<file path="src/rtl/flc_pkg.sv">
package flc_pkg;

    typedef enum logic [2:0] {
        S_IDLE,
        S_SA1,
        S_SA2,
        S_CONF,
        S_XFER,
        S_ID,
        S_BUSY
    } seq_st_e;

    localparam logic [7:0] C_RD_ALL   = 8'h00;
    localparam logic [7:0] C_RD_SPR   = 8'hF0;
    localparam logic [7:0] C_ID       = 8'h90;
    localparam logic [7:0] C_RCV_RD   = 8'h01;
    localparam logic [7:0] C_ERASE    = 8'h20;
    localparam logic [7:0] C_PG_ADD   = 8'h10;
    localparam logic [7:0] C_PG_FRESH = 8'h1F;
    localparam logic [7:0] C_PG_SPR   = 8'h0F;
    localparam logic [7:0] C_PG_OVR   = 8'h11;
    localparam logic [7:0] C_RCV_WR   = 8'h12;
    localparam logic [7:0] C_RESET    = 8'hFF;
    localparam logic [7:0] C_CLR      = 8'h50;
    localparam logic [7:0] C_GO_ERASE = 8'hB0;
    localparam logic [7:0] C_GO_PROG  = 8'h40;

    localparam logic [7:0] ID_LO = 8'h07;
    localparam logic [7:0] ID_HI = 8'h9D;

    function automatic logic is_prog(input logic [7:0] c);
        return (c == C_PG_ADD) || (c == C_PG_FRESH) || (c == C_PG_SPR) || (c == C_PG_OVR);
    endfunction

    function automatic logic is_read(input logic [7:0] c);
        return (c == C_RD_ALL) || (c == C_RD_SPR) || (c == C_RCV_RD);
    endfunction

    function automatic logic is_spare(input logic [7:0] c);
        return (c == C_RD_SPR) || (c == C_PG_SPR);
    endfunction

    function automatic logic col_jump_ok(input logic [7:0] c);
        return (c == C_RD_ALL) || (c == C_PG_ADD) || (c == C_PG_OVR);
    endfunction

    function automatic logic needs_conf(input logic [7:0] c);
        return (c == C_ERASE) || (c == C_RCV_WR);
    endfunction

    function automatic logic takes_sector(input logic [7:0] c);
        return (c == C_RD_ALL) || (c == C_RD_SPR) || (c == C_ERASE) ||
               (c == C_RCV_WR) || is_prog(c);
    endfunction

endpackage

</file>
<file path="src/rtl/flc_busy_tmr.sv">
module flc_busy_tmr #(
    parameter int BUSY_W   = 12,
    parameter int BUSY_MAX = 200
) (
    input  logic              clk,
    input  logic              rst_n,
    input  logic              start,
    input  logic [BUSY_W-1:0] len,
    output logic              busy,
    output logic              done,
    output logic              timed_out
);
    localparam logic [BUSY_W-1:0] MAX_V = BUSY_W'(BUSY_MAX);
    localparam logic [BUSY_W-1:0] ONE   = BUSY_W'(1);

    typedef struct packed {
        logic              busy;
        logic              to;
        logic [BUSY_W-1:0] cnt;
        logic [BUSY_W-1:0] tgt;
    } tmr_t;

    tmr_t r_q, r_d;
    logic fin;

    always_comb begin
        r_d = r_q;
        fin = r_q.busy && ((r_q.cnt + ONE) == r_q.tgt);
        if (start && !r_q.busy) begin
            r_d.busy = 1'b1;
            r_d.cnt  = '0;
            r_d.to   = (len > MAX_V);
            if (len == '0)
                r_d.tgt = ONE;
            else if (len > MAX_V)
                r_d.tgt = MAX_V;
            else
                r_d.tgt = len;
        end else if (fin) begin
            r_d.busy = 1'b0;
        end else if (r_q.busy) begin
            r_d.cnt = r_q.cnt + ONE;
        end
    end

    always_ff @(posedge clk or negedge rst_n) begin
        if (!rst_n) r_q <= '0;
        else        r_q <= r_d;
    end

    assign busy      = r_q.busy;
    assign done      = fin;
    assign timed_out = r_q.to;

    a_r8_cnt_below_tgt: assert property (@(posedge clk) disable iff (!rst_n)
        r_q.busy |-> (r_q.cnt < r_q.tgt));

    a_r10_target_capped: assert property (@(posedge clk) disable iff (!rst_n)
        r_q.busy |-> (r_q.tgt <= MAX_V && r_q.tgt != '0));

endmodule

</file>
<file path="src/rtl/flc_col_ptr.sv">
module flc_col_ptr #(
    parameter int COL_W        = 12,
    parameter int SECTOR_BYTES = 2112
) (
    input  logic             clk,
    input  logic             rst_n,
    input  logic             load,
    input  logic [COL_W-1:0] load_val,
    input  logic             adv,
    output logic [COL_W-1:0] col,
    output logic             in_range
);
    localparam logic [COL_W-1:0] END_V = COL_W'(SECTOR_BYTES);
    localparam logic [COL_W-1:0] ONE   = COL_W'(1);

    typedef struct packed {
        logic [COL_W-1:0] col;
    } ptr_t;

    ptr_t r_q, r_d;

    always_comb begin
        r_d = r_q;
        if (load)
            r_d.col = load_val;
        else if (adv && (r_q.col < END_V))
            r_d.col = r_q.col + ONE;
    end

    always_ff @(posedge clk or negedge rst_n) begin
        if (!rst_n) r_q <= '0;
        else        r_q <= r_d;
    end

    assign col      = r_q.col;
    assign in_range = (r_q.col < END_V);

    a_r6_hold_at_end: assert property (@(posedge clk) disable iff (!rst_n)
        (!in_range && !load) |=> $stable(col));

endmodule

</file>
<file path="src/rtl/flc_seq.sv">
module flc_seq
    import flc_pkg::*;
#(
    parameter int SEC_W        = 15,
    parameter int COL_W        = 12,
    parameter int SECTOR_BYTES = 2112,
    parameter int SPARE_BASE   = 2048
) (
    input  logic             clk,
    input  logic             rst_n,
    input  logic [7:0]       bus_in,
    input  logic             cd_sel,
    input  logic             wr_stb,
    input  logic             sclk_stb,
    input  logic [COL_W-1:0] col,
    input  logic             col_ok,
    input  logic             tmr_done,
    input  logic             tmr_to,
    output seq_st_e          st,
    output logic [7:0]       kind,
    output logic [SEC_W-1:0] sector,
    output logic             fail,
    output logic             col_load,
    output logic [COL_W-1:0] col_val,
    output logic             col_adv,
    output logic             tmr_start,
    output logic             wr_en,
    output logic [COL_W-1:0] wr_col,
    output logic [7:0]       wr_data,
    output logic             done
);
    localparam int SEC_HI_W = SEC_W - 8;
    localparam int COL_HI_W = COL_W - 8;
    localparam logic [COL_W-1:0] SPARE_V = COL_W'(SPARE_BASE);

    typedef struct packed {
        seq_st_e          st;
        logic [7:0]       kind;
        logic [SEC_W-1:0] sec;
        logic [7:0]       ca_lo;
        logic             ca_half;
        logic             fail;
        logic             wen;
        logic [COL_W-1:0] wcol;
        logic [7:0]       wdata;
        logic             done;
    } seq_t;

    seq_t r_q, r_d;
    logic confirm_hit;

    always_comb begin
        r_d       = r_q;
        r_d.wen   = 1'b0;
        r_d.done  = 1'b0;
        col_load  = 1'b0;
        col_val   = '0;
        col_adv   = 1'b0;
        tmr_start = 1'b0;

        confirm_hit =
            ((r_q.st == S_CONF) &&
             (((r_q.kind == C_ERASE) && (bus_in == C_GO_ERASE)) ||
              ((r_q.kind == C_RCV_WR) && (bus_in == C_GO_PROG)))) ||
            ((r_q.st == S_XFER) && is_prog(r_q.kind) && (bus_in == C_GO_PROG));

        if (r_q.st == S_BUSY) begin
            if (tmr_done) begin
                r_d.st   = S_IDLE;
                r_d.done = 1'b1;
                r_d.fail = tmr_to;
            end
        end else if (wr_stb && !cd_sel) begin
            r_d.ca_half = 1'b0;
            if (confirm_hit) begin
                r_d.st    = S_BUSY;
                tmr_start = 1'b1;
            end else if (takes_sector(bus_in)) begin
                r_d.st   = S_SA1;
                r_d.kind = bus_in;
            end else if (bus_in == C_ID) begin
                r_d.st   = S_ID;
                r_d.kind = bus_in;
            end else if (bus_in == C_RCV_RD) begin
                r_d.st   = S_XFER;
                r_d.kind = bus_in;
                col_load = 1'b1;
                col_val  = '0;
            end else begin
                r_d.st = S_IDLE;
                if ((bus_in == C_RESET) || (bus_in == C_CLR))
                    r_d.fail = 1'b0;
            end
        end else if (wr_stb) begin
            case (r_q.st)
                S_SA1: begin
                    r_d.sec[7:0] = bus_in;
                    r_d.st       = S_SA2;
                end
                S_SA2: begin
                    r_d.sec[SEC_W-1:8] = bus_in[SEC_HI_W-1:0];
                    r_d.st   = needs_conf(r_q.kind) ? S_CONF : S_XFER;
                    col_load = 1'b1;
                    col_val  = is_spare(r_q.kind) ? SPARE_V : '0;
                end
                S_XFER: begin
                    if (col_jump_ok(r_q.kind)) begin
                        if (!r_q.ca_half) begin
                            r_d.ca_lo   = bus_in;
                            r_d.ca_half = 1'b1;
                        end else begin
                            col_load    = 1'b1;
                            col_val     = {bus_in[COL_HI_W-1:0], r_q.ca_lo};
                            r_d.ca_half = 1'b0;
                        end
                    end else begin
                        r_d.st = S_IDLE;
                    end
                end
                default: r_d.st = S_IDLE;
            endcase
        end else if (sclk_stb && (r_q.st == S_XFER) && col_ok) begin
            col_adv = 1'b1;
            if (is_prog(r_q.kind)) begin
                r_d.wen   = 1'b1;
                r_d.wcol  = col;
                r_d.wdata = bus_in;
            end
        end
    end

    always_ff @(posedge clk or negedge rst_n) begin
        if (!rst_n) begin
            r_q    <= '0;
            r_q.st <= S_IDLE;
        end else begin
            r_q <= r_d;
        end
    end

    assign st      = r_q.st;
    assign kind    = r_q.kind;
    assign sector  = r_q.sec;
    assign fail    = r_q.fail;
    assign wr_en   = r_q.wen;
    assign wr_col  = r_q.wcol;
    assign wr_data = r_q.wdata;
    assign done    = r_q.done;

    a_r9_busy_frozen: assert property (@(posedge clk) disable iff (!rst_n)
        (r_q.st == S_BUSY && !tmr_done) |=>
            (r_q.st == S_BUSY && $stable(r_q.kind) && $stable(r_q.sec)));

    a_r7_write_source: assert property (@(posedge clk) disable iff (!rst_n)
        r_q.wen |-> (is_prog(r_q.kind) && r_q.wcol < COL_W'(SECTOR_BYTES)));

    a_r8_done_from_busy: assert property (@(posedge clk) disable iff (!rst_n)
        r_d.done |-> (r_q.st == S_BUSY));

endmodule

</file>
<file path="src/rtl/flash_cmd_ctrl.sv">
module flash_cmd_ctrl
    import flc_pkg::*;
#(
    parameter int SEC_W        = 15,
    parameter int COL_W        = 12,
    parameter int SECTOR_BYTES = 2112,
    parameter int SPARE_BASE   = 2048,
    parameter int BUSY_W       = 12,
    parameter int BUSY_MAX     = 200
) (
    input  logic              clk,
    input  logic              rst_n,
    input  logic [7:0]        bus_in,
    input  logic              cd_sel,
    input  logic              wr_stb,
    input  logic              sclk_stb,
    input  logic [BUSY_W-1:0] busy_len,
    input  logic [7:0]        arr_rdata,
    output logic [7:0]        bus_out,
    output logic              bus_out_vld,
    output logic              rdy,
    output logic [SEC_W-1:0]  arr_sector,
    output logic [COL_W-1:0]  arr_col,
    output logic              arr_buf_sel,
    output logic              wr_en,
    output logic [COL_W-1:0]  wr_col,
    output logic [7:0]        wr_data,
    output logic              op_done,
    output logic [7:0]        op_code
);
    seq_st_e          st;
    logic [7:0]       kind;
    logic             fail;
    logic             col_load, col_adv, col_ok;
    logic [COL_W-1:0] col_val, col;
    logic             tmr_start, tmr_busy, tmr_done, tmr_to;

    flc_seq #(
        .SEC_W(SEC_W), .COL_W(COL_W),
        .SECTOR_BYTES(SECTOR_BYTES), .SPARE_BASE(SPARE_BASE)
    ) u_seq (
        .clk(clk), .rst_n(rst_n), .bus_in(bus_in), .cd_sel(cd_sel),
        .wr_stb(wr_stb), .sclk_stb(sclk_stb), .col(col), .col_ok(col_ok),
        .tmr_done(tmr_done), .tmr_to(tmr_to), .st(st), .kind(kind),
        .sector(arr_sector), .fail(fail), .col_load(col_load),
        .col_val(col_val), .col_adv(col_adv), .tmr_start(tmr_start),
        .wr_en(wr_en), .wr_col(wr_col), .wr_data(wr_data), .done(op_done)
    );

    flc_col_ptr #(.COL_W(COL_W), .SECTOR_BYTES(SECTOR_BYTES)) u_col (
        .clk(clk), .rst_n(rst_n), .load(col_load), .load_val(col_val),
        .adv(col_adv), .col(col), .in_range(col_ok)
    );

    flc_busy_tmr #(.BUSY_W(BUSY_W), .BUSY_MAX(BUSY_MAX)) u_tmr (
        .clk(clk), .rst_n(rst_n), .start(tmr_start), .len(busy_len),
        .busy(tmr_busy), .done(tmr_done), .timed_out(tmr_to)
    );

    assign rdy         = (st != S_BUSY);
    assign arr_col     = col;
    assign arr_buf_sel = (kind == C_RCV_RD);
    assign op_code     = kind;

    always_comb begin
        if (st == S_ID) begin
            bus_out     = cd_sel ? ID_HI : ID_LO;
            bus_out_vld = 1'b1;
        end else if ((st == S_XFER) && is_read(kind)) begin
            bus_out     = arr_rdata;
            bus_out_vld = col_ok;
        end else begin
            bus_out     = {rdy, 6'b000000, fail};
            bus_out_vld = 1'b1;
        end
    end

    a_r8_busy_agree: assert property (@(posedge clk) disable iff (!rst_n)
        (st == S_BUSY) == tmr_busy);

    a_r8_done_ready: assert property (@(posedge clk) disable iff (!rst_n)
        op_done |-> rdy);

    a_r9_no_write_busy: assert property (@(posedge clk) disable iff (!rst_n)
        !rdy |=> !wr_en);

endmodule

</file>
<file path="config.mk">
export PLATFORM = sky130hd
export DESIGN_NAME = flash_cmd_ctrl
export DESIGN_NICKNAME = d
export VERILOG_FILES = /design/src/rtl/flc_pkg.sv /design/src/rtl/flc_busy_tmr.sv /design/src/rtl/flc_col_ptr.sv /design/src/rtl/flc_seq.sv /design/src/rtl/flash_cmd_ctrl.sv
export SDC_FILE = /design/constraint.sdc
export NUM_CORES = 1
export LEC_CHECK = 0
export ABC_AREA = 0
export BUFFER_PORTS_ARGS = -buffer_cell sky130_fd_sc_hd__buf_4
export CAP_MARGIN = 20
export CORE_ASPECT_RATIO = 0.9
export CORE_MARGIN = 10
export CORE_UTILIZATION = 40
export DETAILED_ROUTE_END_ITERATION = 8
export GPL_ROUTABILITY_DRIVEN = 0
export GPL_TIMING_DRIVEN = 0
export SLEW_MARGIN = 20
export SYNTH_ARGS = -nofsm -noshare
export SYNTH_HDL_FRONTEND = slang
export SYNTH_SLANG_ARGS = --single-unit
</file>
<file path="constraint.sdc">
create_clock -name clk -period 4.6 [get_ports clk]
set_input_delay 0.23 -clock clk [delete_from_list [all_inputs] [get_ports clk]]
set_output_delay 0.23 -clock clk [all_outputs]
set_load 0.005 [all_outputs]
</file>
## Word-level counts from Yosys, hierarchy flattened

Cells that the tools add are included.

| cells by class | value |
|---|---|
| bitwise operators | 5 |
| multiplexer cells | 70 |
| equality and inequality tests | 36 |
| $add $sub $neg | 2 |
| order comparisons | 2 |
| reduce and logical (&&, ||, !) cells | 55 |

Operator list:

| cell | count |
|---|---|
| $mux W12 | 13 |
| $mux W21 | 5 |
| $eq A8 B5 Y1 const B | 8 |
| $eq A8 B8 Y1 const B | 5 |
| $mux W1 | 35 |
| $mux W8 | 4 |
| $add A12 B1 Y12 const B | 2 |
| $mux W3 | 8 |
| $pmux W12 S2 | 1 |
| $mux W11 | 2 |
| $logic_or A1 B1 Y1 | 19 |
| $eq A8 B1 Y1 const B | 2 |
| $eq A8 B4 Y1 const B | 2 |
| $eq A8 B6 Y1 const B | 2 |
| $eq A8 B7 Y1 const B | 2 |
| $logic_not A8 Y1 | 2 |
| $reduce_and A4 Y1 | 4 |
| $reduce_bool A2 Y1 | 8 |
| $eq A12 B12 Y1 | 1 |
| $gt A12 B8 Y1 const B | 1 |
| $logic_and A1 B1 Y1 | 12 |
| $logic_not A12 Y1 | 1 |
| $lt A12 B12 Y1 const B | 1 |
| $eq A3 B3 Y1 const B | 3 |
| other kinds (16) | 27 |

| storage, ports and cells | value |
|---|---|
| bits in registers | 96 |
| bits of input ports | 33 |

## Logic depth before layout (Yosys ltp)

Gate-level depths: netlist (run 1).

| depth | value |
|---|---|
| depth in word-level cells | 13 |
| depth in mapped cells | 11 |
| depth with buffers taken out | 8 |

## Hierarchy

A second synthesis (run 1) with hierarchy kept.

| unflattened totals | value |
|---|---|
| cell total of the unflattened synthesis | 606 |
| area, all modules | 5,950.7 µm² |

By module, submodules not included:

| module | cells an instance | times used | sequential area each (µm²) | area each (µm²) |
|---|---|---|---|---|
| flc_seq | 279 | 1 | 1,451.4 | 3,123.0 |
| flc_busy_tmr | 216 | 1 | 650.6 | 1,876.8 |
| flc_col_ptr | 83 | 1 | 300.3 | 764.5 |
| flash_cmd_ctrl | 28 | 1 | 0.0 | 186.4 |

## Worst setup path after synthesis (run 1)

OpenSTA, ideal clock, no wires.

| timing path | value |
|---|---|
| kind | register to register |
| start | reg u_tmr.r_q[12] (netlist bit) |
| end | reg, netlist name u_seq.st[1] |
| buffers on the path | 0 |
| path slack | 1,929 ps |
| stages on the path, launching flop included | 9 |
| clock period less this slack | 2,671 ps |
| data required time | 4,475 ps |
| arrival | 2,546 ps |
| cell sequence | dfrtp_1 ha_1 xnor2_1 nand3_1 or4b_4 nor4b_4 nand2_2 o21ai_0 mux2_2 |

| on the way | value |
|---|---|
| cells in the longest elaborated chain, start to end | 5 |

RTL lines:

| item | RTL line | source |
|---|---|---|
| start: declaration | flc_busy_tmr.sv:23 | `tmr_t r_q, r_d;` |
| start signal: assignment | flc_busy_tmr.sv:48 | `else r_q <= r_d;` |
| $add A12 B1 Y12 | flc_busy_tmr.sv:28 | `fin = r_q.busy && ((r_q.cnt + ONE) == r_q.tgt);` |
| $eq A12 B12 Y1 | flc_busy_tmr.sv:28 |  |
| $logic_and A1 B1 Y1 | flc_busy_tmr.sv:28 |  |
| $ne A2 B2 Y1 (no line) | n/a |  |
| $reduce_and A3 Y1 (no line) | n/a |  |

No other way between the ends.
A chain may end at the register's enable or synchronous reset.

## Final worst setup path (run 1)

| timing path | value |
|---|---|
| start | reg, netlist name u_seq.st[1] |
| end | reg u_tmr.r_q, in the netlist u_tmr.timed_out |

| on the way | value |
|---|---|
| cells in the longest elaborated chain, start to end | 8 |
| elaborated cells on any way between the ends | 11 |
| classes of those cells | eq/ne (3); mux (3); reduce/logical (5) |

RTL lines:

| item | RTL line | source |
|---|---|---|
| $eq A3 B3 Y1 | flc_seq.sv:65 | `((r_q.st == S_XFER) && is_prog(r_q.kind) && (bus_in == C_GO_PROG));` |
| $logic_and A1 B1 Y1 (2 in a row) | flc_seq.sv:65 |  |
| $logic_or A1 B1 Y1 | flc_seq.sv:64 | `((r_q.kind == C_RCV_WR) && (bus_in == C_GO_PROG)))) \|\|` |
| $mux W1 | flc_seq.sv:75 | `if (confirm_hit) begin` |
| $mux W1 | flc_seq.sv:73 | `end else if (wr_stb && !cd_sel) begin` |
| $mux W1 (*) | flc_seq.sv:67 | `if (r_q.st == S_BUSY) begin` |
| $logic_and A1 B1 Y1 (*) | flc_busy_tmr.sv:29 | `if (start && !r_q.busy) begin` |

Mark *: on every way between the ends. The rest lies on a longest branch, timed or not.

==> run metrics, run 1 <==
number of warnings issued by yosys=0; Iteration-0 DRC Markers=around 240; Worst Max-Slew Pin Slew=about 0.87 ns; H-tree depth=3; result of the run=finished with violations; cell taking the most area after synthesis=sky130_fd_sc_hd__dfrtp_1; number of placed I/O pins=about 100; max-slew violation total from the final report=0; CTS clock-pin slew for the worst setup and hold paths=around 0.07 ns; top fanout value on the critical path=10; reg-to-reg startpoint=u_seq.st[1]; Post-synth EDFFs=0; height of the chip=between 100 and 150 um; Die ar.=between 0.015 and 0.02 mm^2; number of global-route vias before repair=approximately 4300; clock tree from TritonCTS=yes; share of cells above drive strength 1=between 30% and 40%; number of nets at the end of the flow=between 600 and 700; cell count after synthesis=between 500 and 600; initial standard-cell utilization of the core=between 40% and 50%; worst setup path startpoint=u_seq.st[1]; data required time of the worst path=~4.8 ns; total inserted antenna cells=0; area post-placement=~0.0063 mm^2; library cell used as clock root buffer=sky130_fd_sc_hd__clkbuf_16; signal arrival time at the worst endpoint=approximately 3.2 ns; Worst Setup Slack post-DPL=1.58 ns; power density of the placed cells=roughly 400 mW/mm^2; crit path setup slack, layout=about 1.6 ns; post-synthesis simple-gate area fraction=between 10% and 20%; GRT Util Overall=~15%; Core Area=0.0133 mm^2; pin count of the biggest net entering global routing=between 90 and 100; overall power of the completed layout=between 2000 and 3000 uW; CP endpoint kind=flop; violations in the final reports=negative hold slack; net count after synthesis=slightly below 600; Avg WL per Cell=17.2 um; cell area after layout=0.00661 mm^2; Clock Latency Late Sink=roughly 0.35 ns; number of endpoints failing setup at the final stage=0; horizontal die dimension=~140 um; CTS sink count=96; Yosys reg bits=96; final critical delay including setup and external delays=between 3 and 4 ns; drt first pass iters=4; buffer depth of the longest clock path=2; primary flip-flop cell chosen by synthesis mapping=sky130_fd_sc_hd__dfrtp_1; worst setup slack for register-to-register paths=approximately 1.6 ns; Reg-to-Reg End=u_tmr.timed_out; setup TNS=0 ns; depth of the worst register-to-register path=9; leading cell types by total area after synthesis=sky130_fd_sc_hd__dfrtp_1, sky130_fd_sc_hd__mux2_2, sky130_fd_sc_hd__buf_4; Filler cells=roughly 1200; largest family of logic cells by synthesized area=simple AND/OR/NAND/NOR gates; setup skew after layout=0.0114 ns; crit share post-route=approximately two thirds; mean instance size in the synthesized netlist=around 9.9 um^2; Max-Slew Margin vs Limit=between 40% and 50%; hold-fix buffers at CTS=0; core occupancy in the finished layout=between 40% and 50%; nature of the critical path startpoint=flop; placement row count=40; RSZ-0062 raised after global routing=false; worst hold slack=-0.0438 ns; Synth Area in Adders=0.884%; maximum vdd ir drop=about 0.00018 V; # port buffers=96; type of the setup path with the least slack=flop to flop; overall routed net length=~14000 um; Resized cells post-CTS=0; layout overhead on the synthesized area=22.8%; initial antenna violation count=0; fraction of post-synthesis cell area in the top cell type by area=between 40% and 50%; number of buffers created by CTS=9; global-route wire length before repair=~23000 um; upper clock frequency limit=around 0.33 GHz; vias per std cell=~5.3; netlist area before placement=~0.0054 mm^2; leakage power summed over all cells=~0.0032 uW; max_cap viols=0; Unique masters post-synth=59; Congestion Overflow GR=0; Post-synth ARST share=100%; setup fix buffers added after clock tree synthesis=0; detailed placer's ending HPWL=approximately 10000 um; Synth Area in Compound Gates=between 10% and 20%; post-route ant nets=0; class of the tightest hold or removal check=input pin to asynchronous set/reset pin; endpoints failing hold=39; vias=about 4400; count of unresolved DRC violations after routing=0; multiplexer share of the synthesized area=11.0%; part of the Yosys area used for sequential elements=about 45%; xor/xnor cell area share of the yosys netlist=5.05%
Yosys cell counts (3+ instances only):
library cell               count
sky130_fd_sc_hd__xor2_1       16
sky130_fd_sc_hd__xnor2_1      15
sky130_fd_sc_hd__clkbuf_1     18
sky130_fd_sc_hd__nor3b_1       5
sky130_fd_sc_hd__nand2b_1     10
sky130_fd_sc_hd__nor4_1        5
sky130_fd_sc_hd__inv_1        10
sky130_fd_sc_hd__dfrtp_1      96
sky130_fd_sc_hd__ha_1          3
sky130_fd_sc_hd__a22oi_1       3
sky130_fd_sc_hd__a211o_1       3
sky130_fd_sc_hd__o21ai_0      33
sky130_fd_sc_hd__mux2_2       49
sky130_fd_sc_hd__buf_4        45
sky130_fd_sc_hd__nand4_1      12
sky130_fd_sc_hd__o21ai_1       3
sky130_fd_sc_hd__and2_1        7
sky130_fd_sc_hd__a22o_1        7
sky130_fd_sc_hd__nor3_1       15
sky130_fd_sc_hd__or3_1         5
sky130_fd_sc_hd__nor2_1       31
sky130_fd_sc_hd__a21oi_1      21
sky130_fd_sc_hd__nand3_1      12
sky130_fd_sc_hd__or4_1         6
sky130_fd_sc_hd__and4_1        5
sky130_fd_sc_hd__and3_1       13
sky130_fd_sc_hd__nand2_1      51
sky130_fd_sc_hd__mux2i_1       4
sky130_fd_sc_hd__a21o_1        3
layout by cell type, fill, tap and decap left out, drive strengths merged, types with 6 or more instances in the layout:
cell      n
o21ai    36
dfrtp    96
a21oi    22
nand2b   10
xor2     16
inv      12
nor3     15
nor2     31
clkbuf   27
and3     14
nand4    12
buf     146
or4       6
and2      7
nand2    52
mux2     49
nor4      6
nand3    12
a22o      7
xnor2    15
cells by family after synthesis:
logic type	Yosys count
muxes	53
xor gates and xnor gates	31
adders and majority gates	4
buffers and inverters	78
DFF	96
and+or+nand+nor	190
AOI/OAI and AO/OA	90
worst max path at each step:
| stage | endpoint | slack (ns) |
|---|---|---|
| 2_1_floorplan | u_seq.st[1] | 1.93 |
| 3_3_place_gp | u_tmr.r_q[1] | 1.58 |
| 3_5_place_dp | u_tmr.timed_out | 1.58 |
| 4_1_cts | u_tmr.timed_out | 1.54 |
| 5_1_grt | u_tmr.timed_out | 1.26 |
| 6_report | u_tmr.timed_out | 1.57 |
layer usage:
layer	share of wire [%]	track usage [%]	vias to the layer above
met3	5.0	3.81	12
met4	1.4	5.29	0
met5	0	0	-
met2	50	25.4	89
met1	44	18.8	2155
li1	-	-	2100
state kept, by name (all words and copies together), names as in the netlist, 3 cells and up:
signal,flops
u_seq.wr_data,8
u_col.col,12
u_seq.r_q,9
u_seq.st,3
u_seq.sector,15
u_tmr.r_q,24
u_seq.wr_col,12
u_seq.kind,8
where the power goes:
group	total (uW)	leakage [uW]	internal, uW	switching, uW
Clock	714	0.000128	370	344
Combinational	764	0.00180	449	315
Sequential	1130	0.00126	1000	132
area by class of cell:
class                           instances  area [um^2]  area share, %
Multi-Input combinational cell        368         2510           38.0
Sequential cell                        96         2400           36.3
Timing Repair Buffer                   96          724           11.0
Buffer                                 68          442           6.68
Clock buffer                            9          225           3.41
Tap cell                              168          210           3.18
Clock inverter                          7         53.8          0.814
Inverter                               10         37.5          0.568
through the flow:
stage	std cells	hold slack, ns
floorplan	542	-0.0656
global placement	806	0.465
detailed placement	806	0.388
CTS	822	0.00873
global route	822	0.0385
finish	822	-0.0438
critical path: stages (launching register included):
cell and delay (ns):
sky130_fd_sc_hd__dfrtp_1 0.33, sky130_fd_sc_hd__clkbuf_1 0.36, sky130_fd_sc_hd__nand3b_1 0.50, sky130_fd_sc_hd__and2_1 0.35
sky130_fd_sc_hd__nand4_1 0.10, sky130_fd_sc_hd__o21ai_0 0.14, sky130_fd_sc_hd__nand2b_1 0.12, sky130_fd_sc_hd__clkbuf_1 0.39
sky130_fd_sc_hd__clkbuf_1 0.41, sky130_fd_sc_hd__o21ai_0 0.18
No activity file was read; power rests on OpenSTA's default activity.
==> inputs of run 2 (changes only) <==
clock period = 2.6 ns   (was 4.6 ns; I/O delays follow)
==> run 2 against run 1 <==
Effect of this change: the run now ends clean; sequential power rose by 78%; clock skew fell by 0.0040 ns; design area rose by 1.9%; global-route usage rose by 0.19 points; utilization rose by 0.97 points; hold slack improved by 0.082 ns; sequential share of layout area fell by 0.66 points; register-to-register slack got worse by 1.5 ns; clock power rose by 83%.
==> run metrics, run 2 (synthesized netlist as in run 1, its figures left out) <==
RSZ-0062 raised after global routing=false; total inserted antenna cells=0; Clock Latency Late Sink=roughly 0.35 ns; setup TNS=0 ns; max_cap viols=0; class of the tightest hold or removal check=input pin to flop; initial standard-cell utilization of the core=40.6%; Filler cells=~1300; clock tree from TritonCTS=yes; CTS clock-pin slew for the worst setup and hold paths=~0.070 ns; maximum vdd ir drop=roughly 0.00037 V; switching power=1340 uW; setup skew after layout=around 0.0075 ns; internal power summed over all cells=~3300 uW; height of the chip=130 um; # port buffers=96; count of unresolved DRC violations after routing=0; worst hold slack=around 0.038 ns; number of buffers created by CTS=9; library cell used as clock root buffer=sky130_fd_sc_hd__clkbuf_16; clock group share of total power=28.0%; most flop-heavy register=u_tmr.r_q; most frequent standard cell in the layout excluding fill and tap cells=sky130_fd_sc_hd__buf_4; Gate power share=between 20 and 30%; Iteration-0 DRC Markers=339; WHS Path Cells=3; type of the setup path with the least slack=flop to flop; horizontal die dimension=approximately 140 um; Largest register FFs=24; initial antenna violation count=0; pin count of the biggest net entering global routing=between 90 and 100; top fanout value on the critical path=10; crit share post-route=between 90% and 100%; drt first pass iters=5; power density of the placed cells=694 mW/mm^2; max-slew violation total from the final report=0; number of global-route vias before repair=4358; H-tree depth=3; fraction of power consumed by sequential logic=43.0%; CP endpoint kind=flop; endpoints failing hold=0; final critical delay including setup and external delays=roughly 2.5 ns; overall routed net length=about 14000 um; CTS sink count=96; Avg WL per Cell=17.0 um; vias=4394; commonest cells after routing, fill and taps aside=sky130_fd_sc_hd__buf_4, sky130_fd_sc_hd__dfrtp_1, sky130_fd_sc_hd__nand2_1; number of placed I/O pins=101; Congestion Overflow GR=0; area post-placement=around 0.0063 mm^2; Core Area=between 0.01 and 0.015 mm^2; share of cells above drive strength 1=35.7%; placement row count=40; core occupancy in the finished layout=approximately half; post-route ant nets=0; Die ar.=0.0185 mm^2; GRT Util Overall=about 15%; buffer depth of the longest clock path=2; Max-Slew Margin vs Limit=between 40% and 50%; data required time of the worst path=2.83 ns; layout overhead on the synthesized area=25.2%; leakage power summed over all cells=between 0.003 and 0.004 uW; Worst Max-Slew Pin Slew=between 0.8 and 0.9 ns; nature of the critical path startpoint=flop; global-route wire length before repair=approximately 23000 um; fraction of power spent switching nets=between 20% and 30%; cell area after layout=approximately 0.0067 mm^2; signal arrival time at the worst endpoint=between 2 and 3 ns; number of endpoints failing setup at the final stage=0; result of the run=complete, no violations; vias per std cell=between 5 and 6; depth of the worst register-to-register path=6; upper clock frequency limit=between 0.3 and 0.4 GHz; detailed placer's ending HPWL=10400 um; number of nets at the end of the flow=690
## run 2: cell types whose count changed in the layout (fill, tap and decap cells not counted), moves of 2 or more
cell,change
sky130_fd_sc_hd__o21ai_2,+2
sky130_fd_sc_hd__dfrtp_2,+2
sky130_fd_sc_hd__inv_6,-2
sky130_fd_sc_hd__nor3_2,+2
sky130_fd_sc_hd__clkbuf_1,-2
sky130_fd_sc_hd__nor3_1,-2
sky130_fd_sc_hd__clkinv_2,+2
sky130_fd_sc_hd__clkinvlp_4,-3
sky130_fd_sc_hd__o21ai_0,-3
sky130_fd_sc_hd__buf_4,+7
sky130_fd_sc_hd__dfrtp_1,-2
## run 2: power groups by stage
stage               registers (uW)  clock network (uW)  logic, uW
finish                        2010                1310       1360
global route                  2060                1410       1500
CTS                           1990                1340       1390
detailed placement            2020                   0       1370
global placement              2010                   0       1340
floorplan                     1950                   0        795
## run 2: cell type report
class | count | area (um^2) | area share, %
plain buffers | 66 | 443 | 6.57
clock buffers | 11 | 243 | 3.60
clock inverters | 4 | 45.0 | 0.669
inverters | 10 | 37.5 | 0.557
multi-input cells | 368 | 2580 | 38.3
flip-flops and latches | 96 | 2400 | 35.7
well taps | 168 | 210 | 3.12
repair buffers | 103 | 777 | 11.5
## run 2: worst paths after layout
kind | startpoint | endpoint | slack (ns)
max | u_col.col[8] | u_seq.wr_data[5] | 0.05
min in group asynchronous | rst_n | u_seq.wr_col[5] | 0.46
min | busy_len[1] | u_tmr.r_q[1] | 0.04
max reg2reg | u_col.col[8] | u_seq.wr_data[5] | 0.05
max in group asynchronous | rst_n | u_seq.st[2] | 1.50
min reg2reg | u_seq.r_q[24] | u_col.col[0] | 0.48
## run 2: what timing repair did
action / CTS / global route
hold endpoints to repair: 96 / 0
setup buffers: 5 / 0
hold buffers: 1 / 0
pin swaps: 4 / 2
resized for setup: 12 / 10
cloned: 1 / 0
setup endpoints to repair: 58 / 60
## run 2: per-stage QoR
step	worst slack (ns)	power, uW	std cells
2_1_floorplan	0.00159	2750	542
3_3_place_gp	-0.361	3350	806
3_5_place_dp	-0.337	3390	806
4_1_cts	0.0172	4730	827
5_1_grt	0.00173	4970	826
6_report	0.0500	4680	826
## run 2: worst max-delay path: stages (launching register included)
cell and delay [ns]:
sky130_fd_sc_hd__dfrtp_1 0.45, sky130_fd_sc_hd__or4_1 0.56, sky130_fd_sc_hd__o21ai_2 0.26, sky130_fd_sc_hd__and4_1 0.30
sky130_fd_sc_hd__and3_2 0.29, sky130_fd_sc_hd__buf_4 0.21, sky130_fd_sc_hd__mux2_2 0.35
## run 2: routing by layer
layer | part of all wire (%) | vias to the layer above | track usage (%)
li1 | - | 2099 | -
met1 | 46 | 2099 | 20.9
met2 | 44 | 176 | 22.4
met3 | 8.5 | 20 | 4.65
met4 | 1.6 | 0 | 6.07
met5 | 0 | - | 0
==> inputs of run 3 (changes only) <==
CORE_ASPECT_RATIO = 1.25   (was 0.9)
SYNTH_HIERARCHICAL = 1   (was default)
==> run 3 against run 2 <==
Effect of this change: hold slack got worse by 0.023 ns; first-iteration DRC count fell by 4.1%; cell count rose by 12%; register-to-register slack got worse by 0.04 ns; via count rose by 20%; clock skew rose by 0.00072 ns; sequential power rose by 8%; routed wire length rose by 23%.
==> run metrics, run 3 <==
GRT Util Overall=roughly 16%; vias per std cell=5.70; height of the chip=roughly 160 um; global-route wire length before repair=26700 um; Reg-to-Reg End=u_seq/st[1]; Worst Max-Slew Pin Slew=0.889 ns; worst min-delay path endpoint=u_tmr/r_q[7]; nature of the critical path startpoint=flop; overall power of the completed layout=approximately 5200 uW; sequence of cells on the critical path=and4_1, buf_6, a31oi_1, nor4_2, nand4_1, buf_6, nor3_4, and2_1, inv_2, nor2_4, nor2_4, a32o_1; count of unresolved DRC violations after routing=0; post-layout instance count excluding filler cells=slightly above 900; max-slew violation total from the final report=0; vias=5271; cell taking the most area after synthesis=sky130_fd_sc_hd__dfrtp_1; part of the Yosys area used for sequential elements=around two fifths; CP endpoint kind=flop; number of placed cells counting well taps=slightly below 900; Unique masters post-synth=between 70 and 80; leading cell types by total area after synthesis=sky130_fd_sc_hd__dfrtp_1, sky130_fd_sc_hd__mux2_2, sky130_fd_sc_hd__buf_4; crit share post-route=around 99%; Synth top cells by count=sky130_fd_sc_hd__dfrtp_1, sky130_fd_sc_hd__buf_4, sky130_fd_sc_hd__mux2_2; most frequent standard cell in the layout excluding fill and tap cells=sky130_fd_sc_hd__buf_4; crit path setup slack, layout=between 0.01 and 0.015 ns; pin count of the biggest net entering global routing=97; max_cap viols=0; Congestion Overflow GR=0; worst setup slack for register-to-register paths=around 0.014 ns; total inserted antenna cells=0; signal arrival time at the worst endpoint=about 2.8 ns; worst hold path startpoint=busy_len[7]; power density of the placed cells=roughly 680 mW/mm^2; netlist area before placement=~0.0060 mm^2; Filler cells=around 1300; CTS sink count=96; Post-synth EDFFs=0; CTS clock-pin slew for the worst setup and hold paths=roughly 0.060 ns; most instantiated library cell after synthesis=sky130_fd_sc_hd__dfrtp_1; data required time of the worst path=~2.8 ns; post-route ant nets=0; buffer depth of the longest clock path=2; number of placed I/O pins=between 100 and 150; primary flip-flop cell chosen by synthesis mapping=sky130_fd_sc_hd__dfrtp_1; fraction of post-synthesis cell area in the top cell type by area=between 40 and 50%; Max-Slew Margin vs Limit=about two fifths; reg-to-reg startpoint=u_tmr/r_q[12]; drt first pass iters=5; WHS Path Cells=2; setup skew after layout=~0.0082 ns; number of global-route vias before repair=between 5000 and 6000; Worst Setup Slack post-DPL=-0.713 ns; mean instance size in the synthesized netlist=9.82 um^2; most flop-heavy register=u_tmr/r_q; Die ar.=slightly above 0.02 mm^2; setup TNS=0 ns; net count after synthesis=around 640; initial antenna violation count=0; overall routed net length=about 17000 um; library cell used as clock root buffer=sky130_fd_sc_hd__clkbuf_16; initial standard-cell utilization of the core=just over 40%; detailed placer's ending HPWL=~12000 um; Largest register FFs=24; placement row count=slightly below 50; H-tree depth=3; horizontal die dimension=roughly 130 um; clock tree from TritonCTS=yes; Yosys reg bits=96; Core Area=about 0.014 mm^2; depth of the worst register-to-register path=12; number of buffers created by CTS=9; Avg WL per Cell=18.6 um; result of the run=complete, no violations; slowest cell on the critical path=sky130_fd_sc_hd__dfrtp_2; top fanout value on the critical path=8; share of cells above drive strength 1=just over 40%; layout overhead on the synthesized area=29.1%; leakage power summed over all cells=0.00343 uW; type of the setup path with the least slack=flop to flop; Clock Latency Late Sink=0.35 ns; final critical delay including setup and external delays=approximately 2.6 ns; maximum vdd ir drop=~0.00026 V; upper clock frequency limit=0.387 GHz; Iteration-0 DRC Markers=around 330; # port buffers=100; Post-synth ARST share=between 90% and 100%; endpoints failing hold=0; number of nets at the end of the flow=778; cell count after synthesis=slightly above 600; number of warnings issued by yosys=6; class of the tightest hold or removal check=input pin to flop; commonest cells after routing, fill and taps aside=sky130_fd_sc_hd__buf_4, sky130_fd_sc_hd__dfrtp_1, sky130_fd_sc_hd__mux2_2; slowest cell delay on critical path=~0.49 ns; number of endpoints failing setup at the final stage=0; RSZ-0062 raised after global routing=true
==> run 3: logic make-up (layout without fill, tap and decap cells) <==
kind of cell / after synthesis / count (layout) / share of synthesized area [%]
mux: 53 / 53 / 9.99
buf+inv: 95 / 236 / 9.59
simple gates: 234 / 234 / 23.2
flops: 96 / 96 / 40.4
compound gates: 111 / 111 / 14.2
fa+ha+maj: 3 / 3 / 0.631
xor+xnor: 14 / 14 / 2.06
==> run 3: cell type report <==
class                           instances  area (um^2)  share of cell area, %
Multi-Input combinational cell        415         3150                   41.0
Sequential cell                        96         2410                   31.4
Timing Repair Buffer                  127          968                   12.6
Buffer                                 80          564                   7.35
Clock buffer                           12          246                   3.21
Tap cell                              178          223                   2.90
Clock inverter                          4         76.3                  0.994
Inverter                               13         48.8                  0.635
==> run 3: repair_timing <==
action                                  4_1_cts  5_1_grt
pin swaps                                     6        8
endpoints found under the setup margin       30       22
setup buffers                                 6       18
hold endpoints to repair                     98        0
gates resized for setup                      27       40
hold buffers                                  3        0
==> run 3: report_power, final <==
part	internal [uW]	leakage [uW]	total (uW)	switching (uW)
registers	1810	0.00120	2170	361
clock network	874	0.000153	1450	580
logic	962	0.00207	1590	625
total	3650	0.00343	5210	1570
==> run 3: metrics by stage <==
| step | hold WS [ns] | utilization, % | area (um^2) |
|---|---|---|---|
| 2_1_floorplan | -0.166 | - | 5950 |
| 3_3_place_gp | 0.362 | 47.9 | 6930 |
| 3_5_place_dp | 0.294 | 47.9 | 6930 |
| 4_1_cts | 0.00570 | 51.3 | 7420 |
| 5_1_grt | 0.00471 | 53.1 | 7680 |
| 6_report | 0.0154 | 53.1 | 7680 |
==> run 3: how the worst max path moves through the flow <==
stage                  start             to  slack [ns]  cells after the start
2_1_floorplan  u_tmr/r_q[12]    u_seq/st[0]        0.04                     13
3_3_place_gp   u_tmr/r_q[12]    u_seq/st[2]       -0.70                     13
3_5_place_dp       bus_in[2]   u_tmr/r_q[5]       -0.71                     10
4_1_cts        u_seq/kind[1]  u_tmr/r_q[22]      0.0008                      8
5_1_grt        u_seq/kind[7]  u_tmr/r_q[22]       -0.07                      8
6_report       u_tmr/r_q[12]    u_seq/st[1]        0.01                     12
==> run 3: metal layers <==
metal	routed length [um]	global-route usage, %	part of all wire [%]
met1	7040	19.0	41
met5	0	0	0
met3	1110	3.68	6.4
met2	8600	28.4	50
met4	431	6.62	2.5
==> run 3: critical path: cells and delay by family (launching register included) <==
family                 cells  cell delay, ns
AOI/OAI and AO/OA          2            0.34
buffers and inverters      3            0.37
DFF                        1            0.49
and+or+nand+nor            7            1.28
